===== src/rtl/keyclr_wdt_pkg.sv =====
package keyclr_wdt_pkg;

    localparam int DATA_W   = 32;
    localparam int BE_W     = DATA_W / 8;
    localparam int SCALE_W  = 5;
    localparam int CSEL_W   = 2;
    localparam int STAT_BIT = 4;
    localparam logic [15:0] CLEAR_KEY = 16'h5743;

    typedef enum logic [2:0] {
        A_CTRL     = 3'd0,
        A_CTRL_SET = 3'd1,
        A_CTRL_CLR = 3'd2,
        A_STAT     = 3'd3,
        A_STAT_CLR = 3'd4
    } wdt_addr_e;

    typedef struct packed {
        logic               on;
        logic [SCALE_W-1:0] scale;
        logic [CSEL_W-1:0]  csel;
        logic               win;
    } wdt_ctrl_t;

    localparam logic [DATA_W-1:0] CTRL_MASK = 32'h0000_9FC1;

    function automatic logic [DATA_W-1:0] ctrl_to_word(input wdt_ctrl_t c);
        logic [DATA_W-1:0] w;
        w        = '0;
        w[15]    = c.on;
        w[12:8]  = c.scale;
        w[7:6]   = c.csel;
        w[0]     = c.win;
        return w;
    endfunction

    function automatic wdt_ctrl_t word_to_ctrl(input logic [DATA_W-1:0] w);
        wdt_ctrl_t c;
        c.on    = w[15];
        c.scale = w[12:8];
        c.csel  = w[7:6];
        c.win   = w[0];
        return c;
    endfunction

    function automatic logic [DATA_W-1:0] lane_mask(input logic [BE_W-1:0] be);
        logic [DATA_W-1:0] m;
        for (int i = 0; i < BE_W; i++) begin
            m[i*8 +: 8] = {8{be[i]}};
        end
        return m;
    endfunction

endpackage


===== src/rtl/keyclr_wdt_regs.sv =====
module keyclr_wdt_regs
    import keyclr_wdt_pkg::*;
#(
    parameter logic [15:0] KEY = CLEAR_KEY
) (
    input  logic              clk,
    input  logic              rst,
    input  logic              wr,
    input  logic [2:0]        addr,
    input  logic [BE_W-1:0]   be,
    input  logic [DATA_W-1:0] wdata,
    input  logic              timeout,
    output wdt_ctrl_t         ctrl,
    output logic              key_hit,
    output logic [DATA_W-1:0] rdata
);

    localparam logic [BE_W-1:0] UPPER_HALF = {{(BE_W/2){1'b1}}, {(BE_W/2){1'b0}}};

    wdt_ctrl_t         ctrl_q;
    logic              on_prev_q;
    logic              flag_q;
    logic              quiet;
    logic              wr_ok;
    logic [DATA_W-1:0] cur_w;
    logic [DATA_W-1:0] fmask;
    logic [DATA_W-1:0] next_w;

    assign quiet = on_prev_q & ~ctrl_q.on;
    assign wr_ok = wr & ~quiet;
    assign cur_w = ctrl_to_word(ctrl_q);
    assign fmask = lane_mask(be) & CTRL_MASK;

    always_comb begin
        next_w = cur_w;
        unique case (addr)
            A_CTRL:     next_w = (cur_w & ~fmask) | (wdata & fmask);
            A_CTRL_SET: next_w = cur_w | (wdata & fmask);
            A_CTRL_CLR: next_w = cur_w & ~(wdata & fmask);
            default:    next_w = cur_w;
        endcase
    end

    assign key_hit = wr_ok && (addr == A_CTRL) && (be == UPPER_HALF)
                     && (wdata[DATA_W-1:DATA_W-16] == KEY);

    always_ff @(posedge clk) begin
        if (rst) begin
            ctrl_q    <= '0;
            on_prev_q <= 1'b0;
            flag_q    <= 1'b0;
        end else begin
            on_prev_q <= ctrl_q.on;
            if (wr_ok) begin
                ctrl_q <= word_to_ctrl(next_w);
            end
            if (timeout) begin
                flag_q <= 1'b1;
            end else if (wr_ok && addr == A_STAT_CLR && be[0] && wdata[STAT_BIT]) begin
                flag_q <= 1'b0;
            end
        end
    end

    always_comb begin
        rdata = '0;
        if (addr == A_CTRL || addr == A_CTRL_SET || addr == A_CTRL_CLR) begin
            rdata = cur_w;
        end else if (addr == A_STAT || addr == A_STAT_CLR) begin
            rdata[STAT_BIT] = flag_q;
        end
    end

    assign ctrl = ctrl_q;

    p_quiet_ignore_r11: assert property (@(posedge clk) disable iff (rst)
        quiet |=> $stable(ctrl_q));

    p_flag_set_r9: assert property (@(posedge clk) disable iff (rst)
        timeout |=> flag_q);

    p_flag_sticky_r9: assert property (@(posedge clk) disable iff (rst)
        (flag_q && !(wr && addr == A_STAT_CLR)) |=> flag_q);

endmodule


===== src/rtl/keyclr_wdt_counter.sv =====
module keyclr_wdt_counter
    import keyclr_wdt_pkg::*;
#(
    parameter int PRE_W = 5,
    parameter int SC_W  = SCALE_W
) (
    input  logic            clk,
    input  logic            rst,
    input  logic            en,
    input  logic            tick,
    input  logic            clr,
    input  logic [SC_W-1:0] scale,
    output logic            timeout
);

    localparam int CNT_W = 1 << SC_W;

    logic [PRE_W-1:0] pre_q;
    logic [CNT_W-1:0] cnt_q;
    logic [CNT_W-1:0] last;
    logic             pulse_q;

    assign last = ({{(CNT_W-1){1'b0}}, 1'b1} << scale) - {{(CNT_W-1){1'b0}}, 1'b1};

    always_ff @(posedge clk) begin
        if (rst || !en || clr) begin
            pre_q   <= '0;
            cnt_q   <= '0;
            pulse_q <= 1'b0;
        end else begin
            pulse_q <= 1'b0;
            if (tick) begin
                if (&pre_q) begin
                    pre_q <= '0;
                    if (cnt_q >= last) begin
                        cnt_q   <= '0;
                        pulse_q <= 1'b1;
                    end else begin
                        cnt_q <= cnt_q + 1'b1;
                    end
                end else begin
                    pre_q <= pre_q + 1'b1;
                end
            end
        end
    end

    assign timeout = pulse_q;

    p_hold_off_r10: assert property (@(posedge clk) disable iff (rst)
        !en |=> (pre_q == '0 && cnt_q == '0 && !timeout));

    p_key_clear_r7: assert property (@(posedge clk) disable iff (rst)
        clr |=> (pre_q == '0 && cnt_q == '0));

    p_single_pulse_r6: assert property (@(posedge clk) disable iff (rst)
        timeout |=> !timeout);

    p_pulse_needs_en_r6: assert property (@(posedge clk) disable iff (rst)
        timeout |-> $past(en));

endmodule


===== src/rtl/keyclr_wdt.sv =====
module keyclr_wdt
    import keyclr_wdt_pkg::*;
#(
    parameter int          PRESCALE_LOG2 = 5,
    parameter logic [15:0] KEY           = CLEAR_KEY
) (
    input  logic        clk,
    input  logic        rst,
    input  logic        tick_en,
    input  logic        bus_wr,
    input  logic [2:0]  bus_addr,
    input  logic [3:0]  bus_be,
    input  logic [31:0] bus_wdata,
    output logic [31:0] bus_rdata,
    output logic        rst_req
);

    wdt_ctrl_t ctrl;
    logic      key_hit;
    logic      timeout;

    keyclr_wdt_regs #(.KEY(KEY)) u_regs (
        .clk     (clk),
        .rst     (rst),
        .wr      (bus_wr),
        .addr    (bus_addr),
        .be      (bus_be),
        .wdata   (bus_wdata),
        .timeout (timeout),
        .ctrl    (ctrl),
        .key_hit (key_hit),
        .rdata   (bus_rdata)
    );

    keyclr_wdt_counter #(.PRE_W(PRESCALE_LOG2), .SC_W(SCALE_W)) u_count (
        .clk     (clk),
        .rst     (rst),
        .en      (ctrl.on),
        .tick    (tick_en),
        .clr     (key_hit),
        .scale   (ctrl.scale),
        .timeout (timeout)
    );

    assign rst_req = timeout;

endmodule


===== config.mk =====
export PLATFORM = sky130hd
export DESIGN_NAME = keyclr_wdt
export DESIGN_NICKNAME = d
export VERILOG_FILES = /design/src/rtl/keyclr_wdt_pkg.sv /design/src/rtl/keyclr_wdt_regs.sv /design/src/rtl/keyclr_wdt_counter.sv /design/src/rtl/keyclr_wdt.sv
export SDC_FILE = /design/constraint.sdc
export NUM_CORES = 1
export LEC_CHECK = 0
export BUFFER_PORTS_ARGS = -buffer_cell sky130_fd_sc_hd__buf_2
export CORE_MARGIN = 2
export CORE_UTILIZATION = 45
export DETAILED_ROUTE_END_ITERATION = 10
export HOLD_SLACK_MARGIN = 0.08
export PLACE_DENSITY_LB_ADDON = 0.1
export SLEW_MARGIN = 30
export SYNTH_ARGS = -nofsm -noshare
export SYNTH_HDL_FRONTEND = slang
export SYNTH_SLANG_ARGS = --single-unit

===== constraint.sdc =====
create_clock -name clk -period 5.67 [get_ports clk]
set_clock_uncertainty 0.15 [all_clocks]
set_input_delay 0.567 -clock clk [delete_from_list [all_inputs] [get_ports clk]]
set_output_delay 0.567 -clock clk [all_outputs]
set_load 0.01 [all_outputs]

==> run metrics, run 1 <==
Max-cap violations 0; H-tree lvl count 2; die width 98.09 um; Max-slew headroom 40.41%; WP data required 5740 ps; cell family with most CP delay simple AND/OR/NAND/NOR gates; Worst Setup End Kind register; status finished clean; GR met2 Demand/Resource 32.93%; asr flop ratio synth 0%; number of global-route vias before repair 3,291; startpoint types register; Reg2Reg Setup Slack 880 ps; clock sinks 49; largest net degree at the start of global routing 33; worst-path cell chain or2_2, nor2_1, nand2_1, ha_1, or2_2, o21ai_0, a22oi_1, nor2_1, nor2_1, ha_1, nand4_1, a31oi_1, a2111oi_1, o211ai_1, a22o_1, buf_4, nor4_2; Post-synth EDFFs 0; Via-to-Cell Ratio 5.570; clk_lat worst skew 310 ps; PortBufs 47; I/O Pins 76; Syn Area/Cell 8.180 um^2; WL final 9148 um; layout cells sized above 1 17.31%; fin worst setup slack 882.9 ps; Pwr Density 174.2 nW/um^2; Die ar. 9622 um^2; post-CTS resize count 0; Slew Limit Fails 0; CTS tree yes; Clock Path Buffers 2; Post-Syn Instances 487; minimum clock period 4787 ps; chip height 98.09 um; gpl congestion 0.8098; Most used DFF post-synth dfxtp_1; Core Util, Final 49.86%; Synth-to-Final Area Change 8.072%; TritonCTS Buffers 5; Final setup viols 0; Most Used Layer, Global Route met2; Mapped Area 3984 um^2; # rows 34; Post-CTS Setup Bufs 0; total track usage 19.11%; CP most frequent cell nor2_1; worst path arrival time 4850 ps; CP bufs+invs 1; total power 749.8 uW; n_diodes 0; Synth cell types 56; GRT met3 Usage 2.577%; flops & latches, synth 49; Finished Cell Area 4305 um^2; Crit Path Category reg2reg; post-synth top area share 24.62%; worst hold path type in2reg; initial core utilization 46.13%; DRC 0; Iteration-0 DRC Markers 152; maximum clock rate 208.9 MHz; 1st-pass router iterations 4; Core ar. 8636 um^2; register area share after synthesis 24.62%; largest cells by area after synthesis dfxtp_1 25%, ha_1 11%, nor4_2 5.3%, buf_4 4.5%, nand2_1 4.1%; dpl ws 1023 ps; Max FO, Critical Path 28; Via Count 3,498; Final nets 598; initial antenna violation count 0; CTS Hold Buffers Added 0; leading cell type in the layout, fill and taps excluded dfxtp_1; antenna viol nets, final 0; hpwl dp 6859 um; placed cell areas 4172 um^2; grt total ovfl 0; global-route wire length before repair 15,390 um; commonest cells after routing, fill and taps aside 49 x dfxtp_1, 47 x buf_2, 43 x nand2_1; Worst Tran Pin Value 893.9 ps; clock-pin slew on the worst setup and hold paths 100 ps; fin crit share 84.43%; DR WL/cell 14.57 um; Max rail drop VDD 0.08729 mV; synth warn 0; Hold Violations, Final 0; Synth area leader dfxtp_1; biggest cell delay along the critical path 500 ps; Leak Pwr 0.001738 uW; unrepaired setup endpoints after global routing no; GR Util met1 25.53%; Root Driver clkbuf_8; slowest CP cell dfxtp_1; TNS Setup 0 ps
## cell usage after synthesis, drive strengths merged (12+ instances only)
master,number
nand4,19
dfxtp,49
xnor2,13
a21oi,30
o21ai,22
and3,12
nand3,20
nor3,13
buf,33
and2,14
nand2,43
ha,36
xor2,17
nor2,34
nor4,27
clkbuf,17
## cell families (layout without fill, tap and decap cells)
group                    after synthesis  count (layout)  synth area share (%)
AO/OA/AOI/OAI                         89              89                 14.01
XOR/XNOR                              30              30                 6.595
adder cells (fa/ha/maj)               36              36                 11.31
buffers and inverters                 57              69                 8.543
flip-flops                            49              49                 24.62
multiplexers                           4               4                 1.036
other                                  2              23                0.1885
AND/OR/NAND/NOR                      220             220                 33.70
## layout make-up
cell class                 instances  area [um^2]
sequential                        49        980.9
fill                             858         4330
timing repair buffer              54        287.8
multi-input combinational        402         2741
clock inverter                     3        65.06
tap                              108        135.1
inverter                           7        26.28
clock buffer                       5        68.82
## worst register-to-register path, stage by stage, from the launching register on
cell	delay (ps)
dfxtp_1	500
or2_2	450
nor2_1	150
nand2_1	100
ha_1	420
or2_2	420
o21ai_0	170
a22oi_1	90
nor2_1	110
nor2_1	60
ha_1	290
nand4_1	120
a31oi_1	60
a2111oi_1	480
o211ai_1	300
a22o_1	300
buf_4	240
nor4_2	290
## where the power goes
part / switching [uW] / internal, uW / leakage, uW
Sequential: 1.73 / 345 / 0.000395
Clock: 126 / 175 / 0.0000681
Combinational: 61.4 / 39.6 / 0.00128
## final timing paths
check / startpoint / cells after the start / to
max: u_regs.ctrl[4] / 17 / u_count.cnt_q[21]
min reg2reg: u_regs.ctrl[0] / 2 / u_regs.ctrl[0]
max reg2reg: u_regs.ctrl[4] / 17 / u_count.cnt_q[21]
min: bus_wdata[9] / 3 / u_regs.ctrl[4]
## state kept, by name (all words and copies together) (netlist names)
| register | count |
|---|---|
| u_count.timeout | 1 |
| u_regs.ctrl | 9 |
| u_count.pre_q | 5 |
| u_regs.flag_q | 1 |
| u_regs.on_prev_q | 1 |
| u_count.cnt_q | 32 |
## routing by layer
| metal | up-vias | part of all wire [%] |
|---|---|---|
| li1 | 1802 | - |
| met4 | 0 | 0.78 |
| met5 | - | 0 |
| met2 | 63 | 49 |
| met1 | 1627 | 47 |
| met3 | 6 | 3.5 |
## through the flow
step	hold WS, ps	instances
after CTS	314.4	628
final	320.7	628
after floorplan	294.5	508
after global routing	323.1	628
after global placement	306.4	620
after detailed placement	316.6	620
No activity file was read; power rests on OpenSTA's default activity.
==> inputs of run 2 (changes only) <==
--- a/config.mk
+++ b/config.mk
@@ -5,6 +5,7 @@
 export SDC_FILE = /design/constraint.sdc
 export NUM_CORES = 1
 export LEC_CHECK = 0
+export ABC_AREA = 1
 export BUFFER_PORTS_ARGS = -buffer_cell sky130_fd_sc_hd__buf_2
 export CORE_MARGIN = 2
 export CORE_UTILIZATION = 45
==> constraint.sdc (replaced) <==
create_clock -name clk -period 4.5 [get_ports clk]
set_clock_uncertainty 0.15 [all_clocks]
set_input_delay 0.45 -clock clk [delete_from_list [all_inputs] [get_ports clk]]
set_output_delay 0.45 -clock clk [all_outputs]
set_load 0.01 [all_outputs]
==> run metrics, run 2 <==
status finished clean; clock sinks 49; Pwr Density 186.8 nW/um^2; GR met2 Demand/Resource 33.25%; I/O Pins 76; Max-cap violations 0; 1st-pass router iterations 5; max reg flops 32; leading cell type in the layout, fill and taps excluded nand2_1; largest cells by area after synthesis dfxtp_1 23%, nand2_1 12%, ha_1 11%, nor2_1 9.6%, inv_1 5.7%; Hold Violations, Final 0; CP bufs+invs 3; worst path arrival time 3990 ps; slowest CP cell dfxtp_1; antenna viol nets, final 0; asr flop ratio synth 0%; Max rail drop VDD 0.1073 mV; Via-to-Cell Ratio 4.952; XOR/XNOR Fraction of Synth Area 6.703%; startpoint types register; layout cells sized above 1 14.86%; post-synth top area share 23.46%; TNS Setup 0 ps; Final setup viols 0; worst hold path type in2reg; CP most frequent cell nand2_1; Mapped Area 4182 um^2; CTS tree yes; Most used DFF post-synth dfxtp_1; Synth cell types 45; Final nets 753; DRC 0; # rows 35; grt total ovfl 0; die width 100.4 um; Compound-Gate Fraction of Synth Area 8.707%; Leak Pwr 0.002149 uW; register area share after synthesis 23.46%; multiplexer area fraction after synthesis 0%; chip height 100.4 um; Via Count 3,882; maximum clock rate 253.0 MHz; Root Driver clkbuf_8; Synth top cells by count 133 x nand2_1, 107 x nor2_1, 63 x inv_1; number of global-route vias before repair 3,730; Slew Limit Fails 0; Syn Area/Cell 6.648 um^2; unrepaired setup endpoints after global routing no; biggest cell delay along the critical path 500 ps; total track usage 19.48%; gpl congestion 0.8905; clk_lat worst skew 300 ps; Worst Setup End Kind register; Most Used Layer, Global Route met2; H-tree lvl count 2; clock-pin slew on the worst setup and hold paths 80 ps; post-CTS resize count 0; largest family of logic cells by synthesized area simple AND/OR/NAND/NOR gates; initial core utilization 45.91%; Post-synth EDFFs 0; Synth-to-Final Area Change 7.750%; Post-Syn Instances 629; GRT met3 Usage 3.203%; flops & latches, synth 49; Die ar. 10,080 um^2; largest net degree at the start of global routing 33; TritonCTS Buffers 5; synth warn 0; Synth area leader dfxtp_1; total power 841.5 uW; adder-cell share of the synthesized area 10.77%; hpwl dp 7704 um; minimum clock period 3952 ps; Post-CTS Setup Bufs 0; cell family with most CP delay simple AND/OR/NAND/NOR gates; Core ar. 9109 um^2; fin worst setup slack 547.6 ps; global-route wire length before repair 16,090 um; WL final 9390 um; Max FO, Critical Path 32; Iteration-0 DRC Markers 116; fin crit share 87.83%; area share of and/or/nand/nor cells after synthesis 38.39%; GR Util met1 24.73%; WP data required 4530 ps; n_diodes 0; Most flops, register u_count.cnt_q; initial antenna violation count 0; most common cell in the synthesized netlist nand2_1; Clock Path Buffers 2; dpl ws 588.8 ps; Crit Path Category reg2reg; DR WL/cell 11.98 um; CTS Hold Buffers Added 0; commonest cells after routing, fill and taps aside 133 x nand2_1, 107 x nor2_1, 63 x inv_1; worst-path cell chain inv_2, nand2_2, inv_2, nand2_1, ha_1, o21ai_2, nor2_2, nand3_1, nor2_1, nand2_1, nand2_1, nand2_1, ha_1, nand2_1, nor2_1, nand2_1, nor4_1, nand2_1, nand2_1, nand2_1, nand2_1, buf_4, nor2_1; PortBufs 47
run 2: changes by cell type after synthesis, moves of 14 or more:
cell,previous run,this run
nand2_1,43,133
inv_1,7,63
nor4_2,17,0
nor2_1,34,107
nand3_1,19,33
clkbuf_1,17,2
run 2: tightest hold or removal path, cell delays in order:
cell	delay (ps)
buf_2	90
nand3_1	70
o31ai_1	60
run 2: final timing paths:
kind	from	end	slack [ps]	depth (start not counted)
worst min register to register	u_regs.ctrl[8]	u_regs.on_prev_q	320	2
worst min-delay path	bus_wdata[9]	u_regs.ctrl[4]	250	3
worst max-delay path	u_regs.ctrl[5]	u_count.cnt_q[22]	550	23
worst max register to register	u_regs.ctrl[5]	u_count.cnt_q[22]	550	23
run 2: final cells by class:
cell class / instances / area, um^2
repair buffers: 48 / 242.7
flip-flops and latches: 49 / 980.9
well taps: 111 / 138.9
inverters: 74 / 282.8
clock buffers: 5 / 68.82
multi-input cells: 496 / 2786
clock inverters: 1 / 5.005
fillers: 951 / 4603
run 2: per-layer routing:
metal	share of wire, %	routed length [um]	vias up
met4	1.7	155	0
met3	3.9	368	12
met5	0	0	-
met1	48	4461	1706
met2	47	4405	93
li1	-	-	2071
run 2: cells by family (layout without fill, tap and decap cells):
| family | Yosys count | count (layout) |
|---|---|---|
| flops | 49 | 49 |
| compound gates | 60 | 60 |
| buf+inv | 105 | 128 |
| xor+xnor | 32 | 32 |
| simple gates | 345 | 345 |
| fa+ha+maj | 36 | 36 |
| other cells | 2 | 23 |
run 2: per-stage QoR:
step	hold WS (ps)	instances	instance area (um^2)	utilization (%)
after detailed placement	315.6	778	4432	48.65
after floorplan	287.5	650	4260	-
after global routing	250.9	784	4506	49.46
final	245.5	784	4506	49.46
after global placement	313.9	778	4432	48.65
after CTS	238.0	784	4506	49.46
run 2: power by group:
| part | switching, uW | total (uW) | internal [uW] |
|---|---|---|---|
| Combinational | 100 | 157 | 56.4 |
| Clock | 143 | 245 | 103 |
| Sequential | 3.48 | 439 | 436 |
| Total | 247 | 841 | 595 |
==> inputs of run 3 (changes only) <==
--- a/config.mk
+++ b/config.mk
@@ -5,7 +5,6 @@
 export SDC_FILE = /design/constraint.sdc
 export NUM_CORES = 1
 export LEC_CHECK = 0
-export ABC_AREA = 1
 export BUFFER_PORTS_ARGS = -buffer_cell sky130_fd_sc_hd__buf_2
 export CORE_MARGIN = 2
 export CORE_UTILIZATION = 45
==> run metrics, run 3 (synthesized netlist as in run 1, its figures left out) <==
GRT met3 Usage 3.364%; number of global-route vias before repair 3,320; n_diodes 0; Via Count 3,525; Worst Hold Depth 3; initial core utilization 46.13%; Die ar. 9622 um^2; Worst Tran Pin Value 696.1 ps; H-tree lvl count 2; Most Used Layer, Global Route met2; startpoint types register; clock-pin slew on the worst setup and hold paths 90 ps; Post-CTS Setup Bufs 0; DR WL/cell 14.56 um; initial antenna violation count 0; PortBufs 47; clk_lat worst skew 310 ps; chip height 98.09 um; Final setup viols 0; r2r worst-path depth 16; Clock Path Buffers 2; commonest cells after routing, fill and taps aside 49 x dfxtp_1, 47 x buf_2, 43 x nand2_1; Iteration-0 DRC Markers 196; fin crit share 89.39%; Hold Violations, Final 0; worst hold path type in2reg; grt total ovfl 0; status finished clean; maximum clock rate 248.6 MHz; Finished Cell Area 4334 um^2; die width 98.09 um; global-route wire length before repair 15,900 um; Via-to-Cell Ratio 5.578; Max-slew headroom 53.42%; Core ar. 8636 um^2; clock sinks 49; Worst Setup End Kind register; worst path arrival time 4090 ps; largest net degree at the start of global routing 30; WL final 9203 um; Slew Limit Fails 0; Root Driver clkbuf_8; multi-input logic area 2741 um^2; post-CTS resize count 0; antenna viol nets, final 0; # rows 34; Most flops, register u_count.cnt_q; Max FO, Critical Path 28; minimum clock period 4023 ps; Leak Pwr 0.001750 uW; TritonCTS Buffers 5; layout cells sized above 1 17.94%; Max rail drop VDD 0.1532 mV; GR Util met1 26.14%; Crit Path Category reg2reg; CTS Hold Buffers Added 0; WP data required 4570 ps; GR met2 Demand/Resource 33.51%; register area 980.9 um^2; Pwr Density 210.7 nW/um^2; I/O Pins 76; placed cell areas 4214 um^2; # fillers 852; 1st-pass router iterations 5; unrepaired setup endpoints after global routing no; Final nets 602; leading cell type in the layout, fill and taps excluded dfxtp_1; hpwl dp 6925 um; Max-cap violations 0; max reg flops 32; CTS tree yes; TNS Setup 0 ps; Synth-to-Final Area Change 8.794%; gpl congestion 0.8071; DRC 0; total track usage 19.65%
run 3: cell types whose count changed in the layout (fill, tap and decap cells not counted), sizes merged, moves of 10 or more:
cell / before / now
and2: 1 / 14
and3: 1 / 12
buf: 48 / 58
inv: 74 / 7
nand2: 146 / 43
nand3: 34 / 20
nor2: 119 / 34
nor2b: 0 / 10
nor4: 1 / 27
run 3: critical path, cell delays in order, from the launching register on:
cell,delay (ps)
dfxtp_1,320
or2_2,360
nor2_1,130
nand2_1,90
ha_1,210
or2_2,330
o21ai_0,170
a22o_1,150
a21oi_1,80
ha_1,320
nand4_1,100
a31oi_1,80
a2111oi_1,400
o211ai_1,280
a22o_1,330
buf_12,180
nor4_1,220
run 3: routing by layer:
metal  wire (um)  up-vias
met5           0        -
met2        4434       69
li1            -     1811
met1        4397     1637
met3         267        8
met4         104        0
run 3: stage by stage:
stage / total power, uW / worst slack (ps) / std cells / hold WS (ps) / util, %
finish: 913.4 / 477.5 / 632 / 202.0 / 50.19
global route: 960.6 / 25.24 / 632 / 201.8 / 50.19
CTS: 921.5 / 441.5 / 632 / 199.3 / 50.19
detailed placement: 580.9 / 451.6 / 624 / 314.4 / 48.80
global placement: 577.9 / 501.4 / 624 / 306.2 / 48.80
floorplan: 550.1 / 624.9 / 508 / 294.5 / -
run 3: area by class of cell:
cell class                 count  share of cell area (%)
clock buffer                   6                   1.905
inverter                       7                  0.6062
sequential                    49                   22.63
multi-input combinational    402                   63.25
tap                          108                   3.118
timing repair buffer          58                   7.621
clock inverter                 2                  0.8661
run 3: path summary, 6_finish.rpt:
path,slack [ps],startpoint,end
max reg2reg,480,u_regs.ctrl[4],u_count.cnt_q[30]
max,480,u_regs.ctrl[4],u_count.cnt_q[30]
min,200,bus_wdata[11],u_regs.ctrl[6]
min reg2reg,330,u_count.timeout,u_regs.flag_q
run 3: where the power goes:
group | switching [uW] | internal (uW)
Combinational | 81.3 | 54.5
Clock | 160 | 181
Sequential | 1.47 | 435
